<file path="src/rtl/serial_cfg_loader.sv">
module serial_cfg_loader #(
  parameter int RW = 14,
  parameter int AW = 7,
  parameter int NW = 11
) (
  input  logic          clk,
  input  logic          rst_n,
  input  logic          ser_clk,
  input  logic          ser_dat,
  input  logic          ser_le,
  output logic [RW-1:0] ref_div,
  output logic          pre_sel,
  output logic          phase_inv,
  output logic          mon_sel,
  output logic          cp_hi,
  output logic [AW-1:0] swallow,
  output logic [NW-1:0] main_div,
  output logic          cfg_err
);
  localparam int FW = 1 + AW + NW;

  logic [2:0]    clk_q, le_q;
  logic [1:0]    dat_q;
  logic [FW-1:0] sr;

  always_ff @(posedge clk or negedge rst_n)
    if (!rst_n) begin
      clk_q <= '0;
      le_q  <= '0;
      dat_q <= '0;
    end else begin
      clk_q <= {clk_q[1:0], ser_clk};
      le_q  <= {le_q[1:0], ser_le};
      dat_q <= {dat_q[0], ser_dat};
    end

  wire sclk_rise = clk_q[1] & ~clk_q[2];
  wire le_rise   = le_q[1] & ~le_q[2];
  wire le_high   = le_q[1];

  always_ff @(posedge clk or negedge rst_n)
    if (!rst_n)
      sr <= '0;
    else if (sclk_rise && !le_high)
      sr <= {sr[FW-2:0], dat_q[1]};

  wire          is_ref = sr[0];
  wire [RW-1:0] r_fld  = sr[RW:1];
  wire [AW-1:0] a_fld  = sr[AW:1];
  wire [NW-1:0] n_fld  = sr[FW-1:AW+1];
  wire          r_ok   = r_fld >= RW'(3);
  wire          n_ok   = n_fld >= NW'(3);

  always_ff @(posedge clk or negedge rst_n)
    if (!rst_n) begin
      ref_div   <= RW'(3);
      pre_sel   <= 1'b0;
      phase_inv <= 1'b0;
      mon_sel   <= 1'b0;
      cp_hi     <= 1'b0;
      swallow   <= '0;
      main_div  <= NW'(3);
      cfg_err   <= 1'b0;
    end else if (le_rise) begin
      if (is_ref) begin
        if (r_ok) begin
          ref_div   <= r_fld;
          pre_sel   <= sr[RW+1];
          phase_inv <= sr[RW+2];
          mon_sel   <= sr[RW+3];
          cp_hi     <= sr[RW+4];
        end else
          cfg_err <= 1'b1;
      end else begin
        if (n_ok) begin
          swallow  <= a_fld;
          main_div <= n_fld;
        end else
          cfg_err <= 1'b1;
      end
    end

  assert_ref_min_R7: assert property (@(posedge clk) disable iff (!rst_n)
    ref_div >= RW'(3));
  assert_main_min_R8: assert property (@(posedge clk) disable iff (!rst_n)
    main_div >= NW'(3));
  assert_err_sticky_R7: assert property (@(posedge clk) disable iff (!rst_n)
    cfg_err |=> cfg_err);
  assert_load_only_on_le_R5: assert property (@(posedge clk) disable iff (!rst_n)
    !le_rise |=> $stable({ref_div, pre_sel, phase_inv, mon_sel, cp_hi, swallow, main_div}));
  assert_cnt_keeps_ref_R5: assert property (@(posedge clk) disable iff (!rst_n)
    (le_rise && !is_ref) |=> $stable({ref_div, pre_sel, phase_inv, mon_sel, cp_hi}));
  assert_le_freezes_sr_R6: assert property (@(posedge clk) disable iff (!rst_n)
    (le_high && $past(le_high)) |-> $stable(sr));
endmodule

</file>
<file path="config.mk">
export PLATFORM = sky130hd
export DESIGN_NAME = serial_cfg_loader
export DESIGN_NICKNAME = d
export VERILOG_FILES = /design/src/rtl/serial_cfg_loader.sv
export SDC_FILE = /design/constraint.sdc
export NUM_CORES = 1
export LEC_CHECK = 0
export ABC_CLOCK_PERIOD_IN_PS = 3200
export CAP_MARGIN = 20
export CORE_ASPECT_RATIO = 1.2
export CORE_MARGIN = 2
export CORE_UTILIZATION = 45
export DETAILED_ROUTE_END_ITERATION = 8
export HOLD_SLACK_MARGIN = 0.1
export PLACE_DENSITY = 0.7
export SYNTH_ARGS = -nofsm -noshare
export SYNTH_HDL_FRONTEND = slang
export SYNTH_SLANG_ARGS = --single-unit
</file>
<file path="constraint.sdc">
create_clock -name clk -period 3.2 [get_ports clk]
set_clock_uncertainty 0.1 [all_clocks]
set_input_delay 0.32 -clock clk [delete_from_list [all_inputs] [get_ports clk]]
set_output_delay 0.32 -clock clk [all_outputs]
set_load 0.01 [all_outputs]
</file>
# Word-level counts from Yosys, hierarchy flattened
# Index checks and enable logic that the tools add are counted.
# op_classes
n_lt_le_gt_ge,2
eq_ne,2
muxes,3
n_bitwise,5
n_reduce_logical,5
# op_table
op,count
$ge 14x2->1 const B,1
$ge 11x2->1 const B,1
$reduce_and 3->1,3
$ne 2x2->1 const B,2
$mux 1,3
$not 1->1,3
$and 1x1->1,2
$logic_and 1x1->1,1
$logic_not 1->1,1
# totals
register_bits,64
in_bits,5
output_inout_bits,37
word_cells,29

# Logic depth before layout (Yosys ltp)
# Gate-level depths: netlist of run 1.
# depth
word_depth,3
ltp_mapped,5
ltp_nobuf,4

# Worst setup path before layout of run 1
# No wires, ideal clock.
# synth_path
path_type,register to register
start,register sr[5]
end,register ref_div[10]
setup_time_ns,0.125
arrival_time_ns,1.630
required_time_ns,2.975
slack_ns,1.345
stages_incl_launch_ff,6
n_path_buf,1
synth_period_minus_slack_ns,1.855
cell_sequence,dfrtp_1 -> nor4_1 -> nand3_1 -> o2111ai_4 -> buf_12 -> mux2_4
# synth_via
elab_chain_cells,2
# synth_rtl
item,line_no,rtl
from (decl),24,logic [FW-1:0] sr;
from (signal assigned),45,"sr <= {sr[FW-2:0], dat_q[1]};"
$ge 14x2->1,51,wire r_ok = r_fld >= RW'(3);
$reduce_and 3->1 (no line),-,
to (signal assigned),67,ref_div <= r_fld;
to (decl),11,"output logic [RW-1:0] ref_div,"
# Every way passes these cells.
# A chain may end at the register's enable or synchronous reset.

# Worst setup path after layout of run 1
# layout_path
start,register sr[8]
end,register pre_sel
# layout_via
elab_chain_cells,2
# layout_rtl
item,line_no,rtl
$ge 14x2->1,51,
$reduce_and 3->1 (no line),-,
to (signal assigned),68,pre_sel <= sr[RW+1];
to (decl),12,"output logic pre_sel,"
# Every way passes these cells.

==> results of run 1 <==
## synth_stat cells
cell,instances
a21o_1,1
buf_12,1
buf_2,2
buf_6,1
dfrtp_1,60
dfstp_2,4
inv_1,1
mux2_2,45
mux2_4,10
mux2i_1,1
nand2_1,4
nand3_1,1
nor2_1,1
nor3_1,2
nor3b_1,3
nor4_1,2
o2111ai_4,1
o21ai_2,1
## how the worst max path moves through the flow
stage	start	endpoint	slack [ns]
5_1_grt	sr[8]	pre_sel	0.80
3_3_place_gp	sr[8]	mon_sel	1.03
3_5_place_dp	sr[8]	pre_sel	0.96
6_report	sr[8]	pre_sel	0.99
4_1_cts	sr[8]	pre_sel	0.95
2_1_floorplan	sr[5]	ref_div[10]	1.34
## logic make-up (layout without fill, tap and decap cells)
family / Yosys count / in the layout / synth area share
multiplexers: 56 / 56 / 0.274
AO/OA/AOI/OAI: 3 / 3 / 0.0175
flip-flops: 64 / 64 / 0.661
buffers and inverters: 5 / 63 / 0.0185
AND/OR/NAND/NOR: 13 / 13 / 0.0283
## layout make-up
class,count,area (um^2),area share
repair buffers,46,458,0.147
flip-flops and latches,64,1610,0.517
clock buffers,16,180,0.0579
inverters,1,3.75,0.00121
well taps,62,77.6,0.0249
multi-input cells,72,783,0.252
## stage by stage
step / cells / worst slack [ns] / instance area, um^2 / utilization
floorplan: 141 / 1.34 / 2430 / -
global placement: 243 / 1.03 / 2900 / 0.551
detailed placement: 243 / 0.965 / 2900 / 0.551
CTS: 259 / 0.952 / 3080 / 0.585
global route: 261 / 0.799 / 3110 / 0.591
finish: 261 / 0.995 / 3110 / 0.591
## metal layers
layer,up-vias,wire length [um]
li1,610,-
met1,687,1860
met2,34,1990
met3,6,192
met4,0,61
met5,-,0
## power breakdown
part | total [mW] | internal (mW) | switching, mW
Clock | 0.619 | 0.347 | 0.273
Combinational | 0.330 | 0.209 | 0.121
Sequential | 1.01 | 0.919 | 0.0936
Total | 1.96 | 1.47 | 0.488
## flip-flops by register name (all words and copies together) (netlist names)
signal     count
sr            19
cfg_err        1
swallow        7
ref_div       14
cp_hi          1
clk_q          3
main_div      11
pre_sel        1
dat_q          2
phase_inv      1
le_q           3
mon_sel        1
==> impl_results.md, run 1 <==
- Outcome: finished clean
- Leak Pwr: 1.48 nW
- GR Util met3: 0.0696
- Final GP Congestion: 0.774
- Clock sink count: 64
- Clk slew on worst S/H paths: 0.06 ns
- Distinct cells, synth: 18
- Setup Fix Bufs, Post-CTS: 0
- R2R Path End: pre_sel
- CTS tree: yes
- PortBufs: 41
- CP cell instances: nor4_1, nand3_1, o2111ai_4, mux2_2
- Power Total: 1.96 mW
- Critical-path top delay cell: o2111ai_4
- Drt initial violations: 28
- Routed via count: 1,337
- Num CTS Buffers: 9
- Hold crit path type: flop to flop
- IO Pins: 42
- Syn. warnings: 0
- CORE AREA: 5260 um^2
- Largest cells by area after synthesis: dfrtp_1, mux2_2, mux2_4
- Commonest non-fill, non-tap cells in the layout: dfrtp_1, mux2_2, clkdlybuf4s50_1
- Die width: 71.1 um
- Post-route setup TNS: 0 ns
- Final Cycle Share: 0.689
- First-pass GRT wire length: 6940 um
- Initial Utilization: 0.462
- Pin count of the biggest net entering global routing: 51
- Post-synthesis sequential area ratio: 0.661
- Fin. Hold Viols: 0
- # hold bufs at CTS: 0
- Vias per Instance: 5.12
- Initial antenna violation count: 0
- R2r setup slk: 0.99 ns
- DRC: 0
- GR peak layer: met2
- Fill count: 405
- Pwr/cell area: 631 nW/um^2
- Iteration count of the initial detailed-routing pass: 4
- Hold_sp: dat_q[0]
- H-tree Lvls: 3
- GRT Total Usage: 0.155
- Count of pins over their slew limit: 0
- RSZ-0062 raised after global routing: false
- Crit path kind: flop to flop
- Leading cell type in the layout, fill and taps excluded: dfrtp_1
- Final net count: 199
- Post-Syn Nets: 146
- WHS Endpoint: dat_q[1]
- Crit-path max FO: 18
- Clk buf depth: 2
- Worst VDD drop: 0.281 mV
- Synth Cell Area: 2430 um^2
- Final hold slack: 0.249 ns
- Critical path endpoint category: flop
- GR Util met2: 0.237
- Cell Rows: 29
- Layout cell share with drive strength beyond 1: 0.397
- Diode count: 0
- CP delay by family, top: compound AO/OA/AOI/OAI gates
- CTS root buffer: clkbuf_8
- FF-to-FF path depth: 4
- Drt wl/cell: 15.7 um
- Max cap viols: 0
- Worst Hold Depth: 0
- Final setup viols: 0
- CP Launch Type: flop
- Worst skew pair latency: 0.33 ns
- Crit path DAT: 2.32 ns
- Post-synth top area share: 0.618
- Final min period: 2.21 ns
- Die Footprint: 6010 um^2
- Post-Syn Instances: 141
- Slowest stage delay, CP: 0.69 ns
- Post-DRT Antenna Nets: 0
- Synth Register Bits: 64
- Rel. slew slack: 0.462
- Area grow syn2layout: 28.0%
- Detailed placer's ending HPWL: 2690 um
- Vias in the first global route: 1,445
- FF-to-FF Start: sr[8]
- Peak Freq: 0.453 GHz
- Post-Route WL: 4110 um
- CTS-repair resized insts: 0
- Overflow after GRT: 0
- Crit path depth: 4
- Worst Path Buf+Inv: 0
- Mean area per synthesized cell: 17.2 um^2
- Met1 Usage GRT: 0.189
- CP Data Required Time: 3.31 ns
- Chip Height: 84.5 um
- Post-synth top area cell: dfrtp_1
- Slew @ Worst Pin: 0.806 ns
(Power assumes the default switching activity.)
==> inputs of run 2 (changes only) <==
--- a/config.mk
+++ b/config.mk
@@ -5,7 +5,7 @@
 export SDC_FILE = /design/constraint.sdc
 export NUM_CORES = 1
 export LEC_CHECK = 0
-export ABC_CLOCK_PERIOD_IN_PS = 3200
+export ABC_CLOCK_PERIOD_IN_PS = 2200
 export CAP_MARGIN = 20
 export CORE_ASPECT_RATIO = 1.2
 export CORE_MARGIN = 2
==> constraint.sdc (replaced) <==
create_clock -name clk -period 2.2 [get_ports clk]
set_clock_uncertainty 0.1 [all_clocks]
set_input_delay 0.22 -clock clk [delete_from_list [all_inputs] [get_ports clk]]
set_output_delay 0.22 -clock clk [all_outputs]
set_load 0.01 [all_outputs]
==> run 2 against run 1 <==
Fmax grew 11%. Non-clock buffer count increased by 2. Worst hold slack lost 0.030 ns. Register-to-register slack worse by 0.78 ns. Setup slack got worse by 0.78 ns.
==> impl_results.md, run 2 (same netlist as run 1, synthesis figures left out) <==
- CORE AREA: 5260 um^2 (unchanged)
- R2R Path End: ref_div[13]
- Crit-path max FO: 13 (-5)
- Final min period: 1.99 ns (-0.218 ns)
- Rel. slew slack: 0.580 (+0.118)
- Crit path launch: sr[8]
- Post-Route WL: 4340 um (+5.7%)
- Pwr/cell area: 955 nW/um^2 (+51%)
- Cell Rows: 29 (unchanged)
- Vias per Instance: 5.13 (+0.20%)
- CP Data Required Time: 2.32 ns (-0.99 ns)
- Initial Utilization: 0.462 (unchanged)
- Worst VDD drop: 0.441 mV (+57%)
- Num CTS Buffers: 9 (unchanged)
- Drt wl/cell: 16.5 um (+4.9%)
- Comb power frac: 0.161 (-0.007)
- Worst skew pair latency: 0.34 ns (about the same)
- Crit path kind: flop to flop
- Chip Height: 84.5 um (unchanged)
- Fin. Hold Viols: 0 (unchanged)
- Count of pins over their slew limit: 0 (unchanged)
- Hold crit path type: primary input to flop
- GRT Total Usage: 0.161 (+0.00559)
- First-pass GRT wire length: 7180 um (+3.4%)
- Biggest register: sr
- RSZ-0062 raised after global routing: false
- Slew @ Worst Pin: 0.629 ns (-0.177 ns)
- Initial antenna violation count: 0 (unchanged)
- Layout cell share with drive strength beyond 1: 0.418 (+0.0209)
- Max cap viols: 0 (unchanged)
- Final setup viols: 0 (unchanged)
- Switch share: 0.241 (-0.00735)
- H-tree Lvls: 3 (unchanged)
- Final GP Congestion: 0.688 (-11%)
- Psw: 728 uW (+49%)
- Setup Fix Bufs, Post-CTS: 0 (unchanged)
- Routed via count: 1,350 (+0.97%)
- Leak Pwr: 1.51 nW (+2.0%)
- Diode count: 0 (unchanged)
- R2r setup slk: 0.21 ns (-0.78 ns)
- IO Pins: 42 (unchanged)
- Detailed placer's ending HPWL: 2890 um (+7.4%)
- Pin count of the biggest net entering global routing: 39 (-24%)
- Die Footprint: 6010 um^2 (unchanged)
- CTS root buffer: clkbuf_8
- Die width: 71.1 um (unchanged)
- Clk buf depth: 2 (unchanged)
- DRC: 0 (unchanged)
- Final net count: 201 (+1.0%)
- Design area: 3160 um^2 (+1.7%)
- Area grow syn2layout: 30.1%
- FF-to-FF path depth: 5 (+1)
- CP Launch Type: flop
- Sequential share of power: 0.487 (-0.029)
- Vias in the first global route: 1,458 (+0.90%)
- Clk pwr share: 0.351 (+0.035)
- Post-DRT Antenna Nets: 0 (unchanged)
- Crit path DAT: 2.11 ns (-0.21 ns)
- Clk slew on worst S/H paths: 0.06 ns (about the same)
- Clock sink count: 64 (unchanged)
- CTS tree: yes
- Post-route setup TNS: 0 ns (unchanged)
- Fill count: 391 (-3.5%)
- Drt initial violations: 50 (+79%)
- Critical path endpoint category: flop
- Commonest non-fill, non-tap cells in the layout: dfrtp_1, mux2_2, clkdlybuf4s50_1
- Outcome: finished clean
- Leading cell type in the layout, fill and taps excluded: dfrtp_1
- Peak Freq: 0.503 GHz (+11%)
- Iteration count of the initial detailed-routing pass: 6 (+2)
- PortBufs: 41 (unchanged)
- Max FFs per register: 19 (unchanged)
- Final Cycle Share: 0.904 (+0.214)
- FF-to-FF Start: sr[8]
- Largest registers: sr x19, ref_div x14, main_div x11
- Crit path to: ref_div[13]
- Int Power: 2.29 mW (+55%)
- Placed Area: 2930 um^2 (+1.2%)
- Overflow after GRT: 0 (unchanged)
run 2: cell types whose count changed in the layout (fill, tap and decap cells not counted):
cell       before  now
clkbuf_1        4    1
clkbuf_8       12   13
bufinv_16       0    1
buf_4           3    5
clkinv_2        0    1
run 2: how the worst min path moves through the flow:
stage	slack [ns]	cells after the start	endpoint	startpoint
finish	0.22	1	dat_q[0]	ser_dat
global route	0.21	1	dat_q[0]	ser_dat
CTS	0.21	1	dat_q[0]	ser_dat
detailed placement	0.17	1	ref_div[3]	rst_n
global placement	0.16	1	ref_div[3]	rst_n
floorplan	-0.18	0	cfg_err	rst_n
run 2: routing by layer:
metal  global-route usage  routed length [um]
met1                0.186                1830
met2                0.263                2210
met3               0.0360                 164
met4                0.113                 131
met5                    0                   0
run 2: worst max-delay path, cell delays in order, from the launching register on:
cell and delay [ns]:
dfrtp_1 0.43, nor4_1 0.28, nand3_1 0.19, o2111ai_4 0.22, buf_4 0.29, mux2_2 0.37
run 2: power groups by stage:
| stage | sequential [mW] | combinational [mW] | clock, mW |
|---|---|---|---|
| 2_1_floorplan | 1.49 | 0.255 | 0 |
| 3_3_place_gp | 1.48 | 0.481 | 0 |
| 3_5_place_dp | 1.50 | 0.493 | 0 |
| 4_1_cts | 1.48 | 0.496 | 1.09 |
| 5_1_grt | 1.50 | 0.527 | 1.14 |
| 6_report | 1.47 | 0.486 | 1.06 |
run 2: per-stage QoR:
stage / hold WS, ns / instances / worst slack (ns) / total power, mW / utilization
2_1_floorplan: -0.176 / 141 / 0.345 / 1.75 / -
3_3_place_gp: 0.162 / 246 / 0.268 / 1.96 / 0.558
3_5_place_dp: 0.171 / 246 / 0.200 / 1.99 / 0.558
4_1_cts: 0.206 / 263 / 0.190 / 3.06 / 0.601
5_1_grt: 0.207 / 263 / 0.0289 / 3.17 / 0.601
6_report: 0.219 / 263 / 0.212 / 3.02 / 0.601
run 2: final cells by class:
cell class | instances | area (um^2) | share of cell area
flip-flops and latches | 64 | 1610 | 0.508
multi-input cells | 72 | 783 | 0.248
repair buffers | 48 | 473 | 0.150
clock buffers | 14 | 183 | 0.0578
well taps | 62 | 77.6 | 0.0245
clock inverters | 2 | 35.0 | 0.0111
inverters | 1 | 3.75 | 0.00119
run 2: repair_timing:
| item | CTS | global route |
|---|---|---|
| hold endpoints to repair | 24 | 0 |
| resized for setup | 0 | 0 |
| hold buffers | 1 | 0 |
==> inputs of run 3 (changes only) <==
--- a/config.mk
+++ b/config.mk
@@ -8,7 +8,7 @@
 export ABC_CLOCK_PERIOD_IN_PS = 2200
 export CAP_MARGIN = 20
 export CORE_ASPECT_RATIO = 1.2
-export CORE_MARGIN = 2
+export CORE_MARGIN = 5
 export CORE_UTILIZATION = 45
 export DETAILED_ROUTE_END_ITERATION = 8
 export HOLD_SLACK_MARGIN = 0.1
==> run 3 against run 2 <==
Largest power group unchanged. Count of clock-buffer cells in the layout grew 1. Worst hold slack gained 0.016 ns. Clock power shrank 19%. Cell area shrank 0.99%. Final cell count is the same. Non-clock buffer count grew 1. Critical path type unchanged. First-iteration DRC count grew 18%. Sequential power is essentially flat. Power shrank 6.5%.
==> impl_results.md, run 3 (same netlist as run 1, synthesis figures left out) <==
- Fin cells: 263 (unchanged)
- Final Cycle Share: 0.908 (+0.00447)
- Commonest non-fill, non-tap cells in the layout: dfrtp_1, mux2_2, clkdlybuf4s50_1
- Max cap viols: 0 (unchanged)
- Overflow after GRT: 0 (unchanged)
- FF-to-FF path depth: 5 (unchanged)
- CTS root buffer: clkbuf_8
- Crit path to: ref_div[2]
- Leading cell type in the layout, fill and taps excluded: dfrtp_1
- Vias per Instance: 5.14 (+0.15%)
- Final setup viols: 0 (unchanged)
- CTS-repair resized insts: 0 (unchanged)
- Clk slew on worst S/H paths: 0.06 ns (about the same)
- Drt wl/cell: 16.9 um (+2.3%)
- Clock sink count: 64 (unchanged)
- Post-route setup TNS: 0 ns (unchanged)
- Hold_sp: ser_dat
- Area grow syn2layout: 28.8%
- R2R Path End: ref_div[2]
- DRC: 0 (unchanged)
- Die Footprint: 6980 um^2 (+16%)
- Outcome: finished clean
- Post-DRT Antenna Nets: 0 (unchanged)
- Biggest register: sr
- Crit path kind: flop to flop
- Max FFs per register: 19 (unchanged)
- Pwr/cell area: 901 nW/um^2 (-5.6%)
- FF-to-FF Start: sr[8]
- CP Data Required Time: 2.31 ns (about the same)
- Worst VDD drop: 0.518 mV (+17%)
- CTS tree: yes
- Layout cell share with drive strength beyond 1: 0.403 (-0.0149)
- Largest registers: sr x19, ref_div x14, main_div x11
- CP Launch Type: flop
- Final min period: 2.00 ns (+0.00984 ns)
- Worst skew pair latency: 0.33 ns (about the same)
- Final GP Congestion: 0.794 (+15%)
- Peak Freq: 0.501 GHz (-0.49%)
- Setup Fix Bufs, Post-CTS: 0 (unchanged)
- H-tree Lvls: 3 (unchanged)
- Crit-path max FO: 13 (unchanged)
- Detailed placer's ending HPWL: 3100 um (+7.4%)
- Iteration count of the initial detailed-routing pass: 5 (-1)
- Clk buf depth: 2 (unchanged)
- Pin count of the biggest net entering global routing: 31 (-21%)
- Rel. slew slack: 0.624 (+0.0432)
- Routed via count: 1,352 (+0.15%)
- Diode count: 0 (unchanged)
- R2r setup slk: 0.20 ns (about the same)
- Crit path launch: sr[8]
- Slew @ Worst Pin: 0.565 ns (-0.0648 ns)
- Num CTS Buffers: 9 (unchanged)
- Critical path endpoint category: flop
- CORE AREA: 5260 um^2 (unchanged)
- IO Pins: 42 (unchanged)
- Drt initial violations: 59 (+18%)
- Die width: 77.1 um (+8.4%)
- GRT Total Usage: 0.140 (-0.0206)
- Vias in the first global route: 1,518 (+4.1%)
- Leak Pwr: 1.50 nW (-1.1%)
- RSZ-0062 raised after global routing: false
- Placed cells: 247 (+0.41%)
- PortBufs: 41 (unchanged)
- Chip Height: 90.5 um (+7.1%)
- Hold crit path type: primary input to flop
- Initial Utilization: 0.462 (unchanged)
- Count of pins over their slew limit: 0 (unchanged)
- Initial antenna violation count: 0 (unchanged)
- Crit path DAT: 2.10 ns (about the same)
- Post-Route WL: 4440 um (+2.3%)
- Cell Rows: 29 (unchanged)
- First-pass GRT wire length: 7600 um (+5.9%)
- Final net count: 202 (+0.50%)
- Fin. Hold Viols: 0 (unchanged)
==> run 3: how the worst min path moves through the flow <==
| stage | end | depth (start not counted) |
|---|---|---|
| floorplan | cfg_err | 0 |
| global placement | ref_div[3] | 1 |
| detailed placement | ref_div[3] | 1 |
| CTS | dat_q[0] | 1 |
| global route | dat_q[0] | 1 |
| finish | dat_q[0] | 1 |
==> run 3: cell type report <==
cell class	count	area, um^2
fill	410	2130
sequential	64	1610
multi-input combinational	72	783
timing repair buffer	49	493
clock buffer	15	166
tap	62	77.6
inverter	1	3.75
==> run 3: repair_timing <==
item	CTS	global route
hold buffers	1	0
setup endpoints to repair	0	0
hold endpoints to repair	20	0
==> run 3: layer usage <==
layer  GRT usage  share of wire
met1       0.172           0.44
met2       0.222           0.49
met3      0.0429          0.049
met4      0.0731          0.021
met5           0              0
==> run 3: through the flow <==
stage,hold WS [ns],setup WS (ns),utilization,instance area [um^2],total power [mW]
floorplan,-0.176,0.345,-,2430,1.75
global placement,0.133,0.255,0.561,2950,1.97
detailed placement,0.150,0.187,0.561,2950,2.00
CTS,0.220,0.182,0.595,3130,2.86
global route,0.218,0.127,0.595,3130,2.96
finish,0.234,0.202,0.595,3130,2.82
==> run 3: power by group <==
group,internal [mW],switching (mW)
clock,0.467,0.390
sequential,1.34,0.135
combinational,0.312,0.180
==> run 3: worst max-delay path, cell delays in order (launching register included) <==
cell,delay (ns)
dfrtp_1,0.43
nor4_1,0.28
nand3_1,0.18
o2111ai_4,0.34
buf_12,0.21
mux2_2,0.34
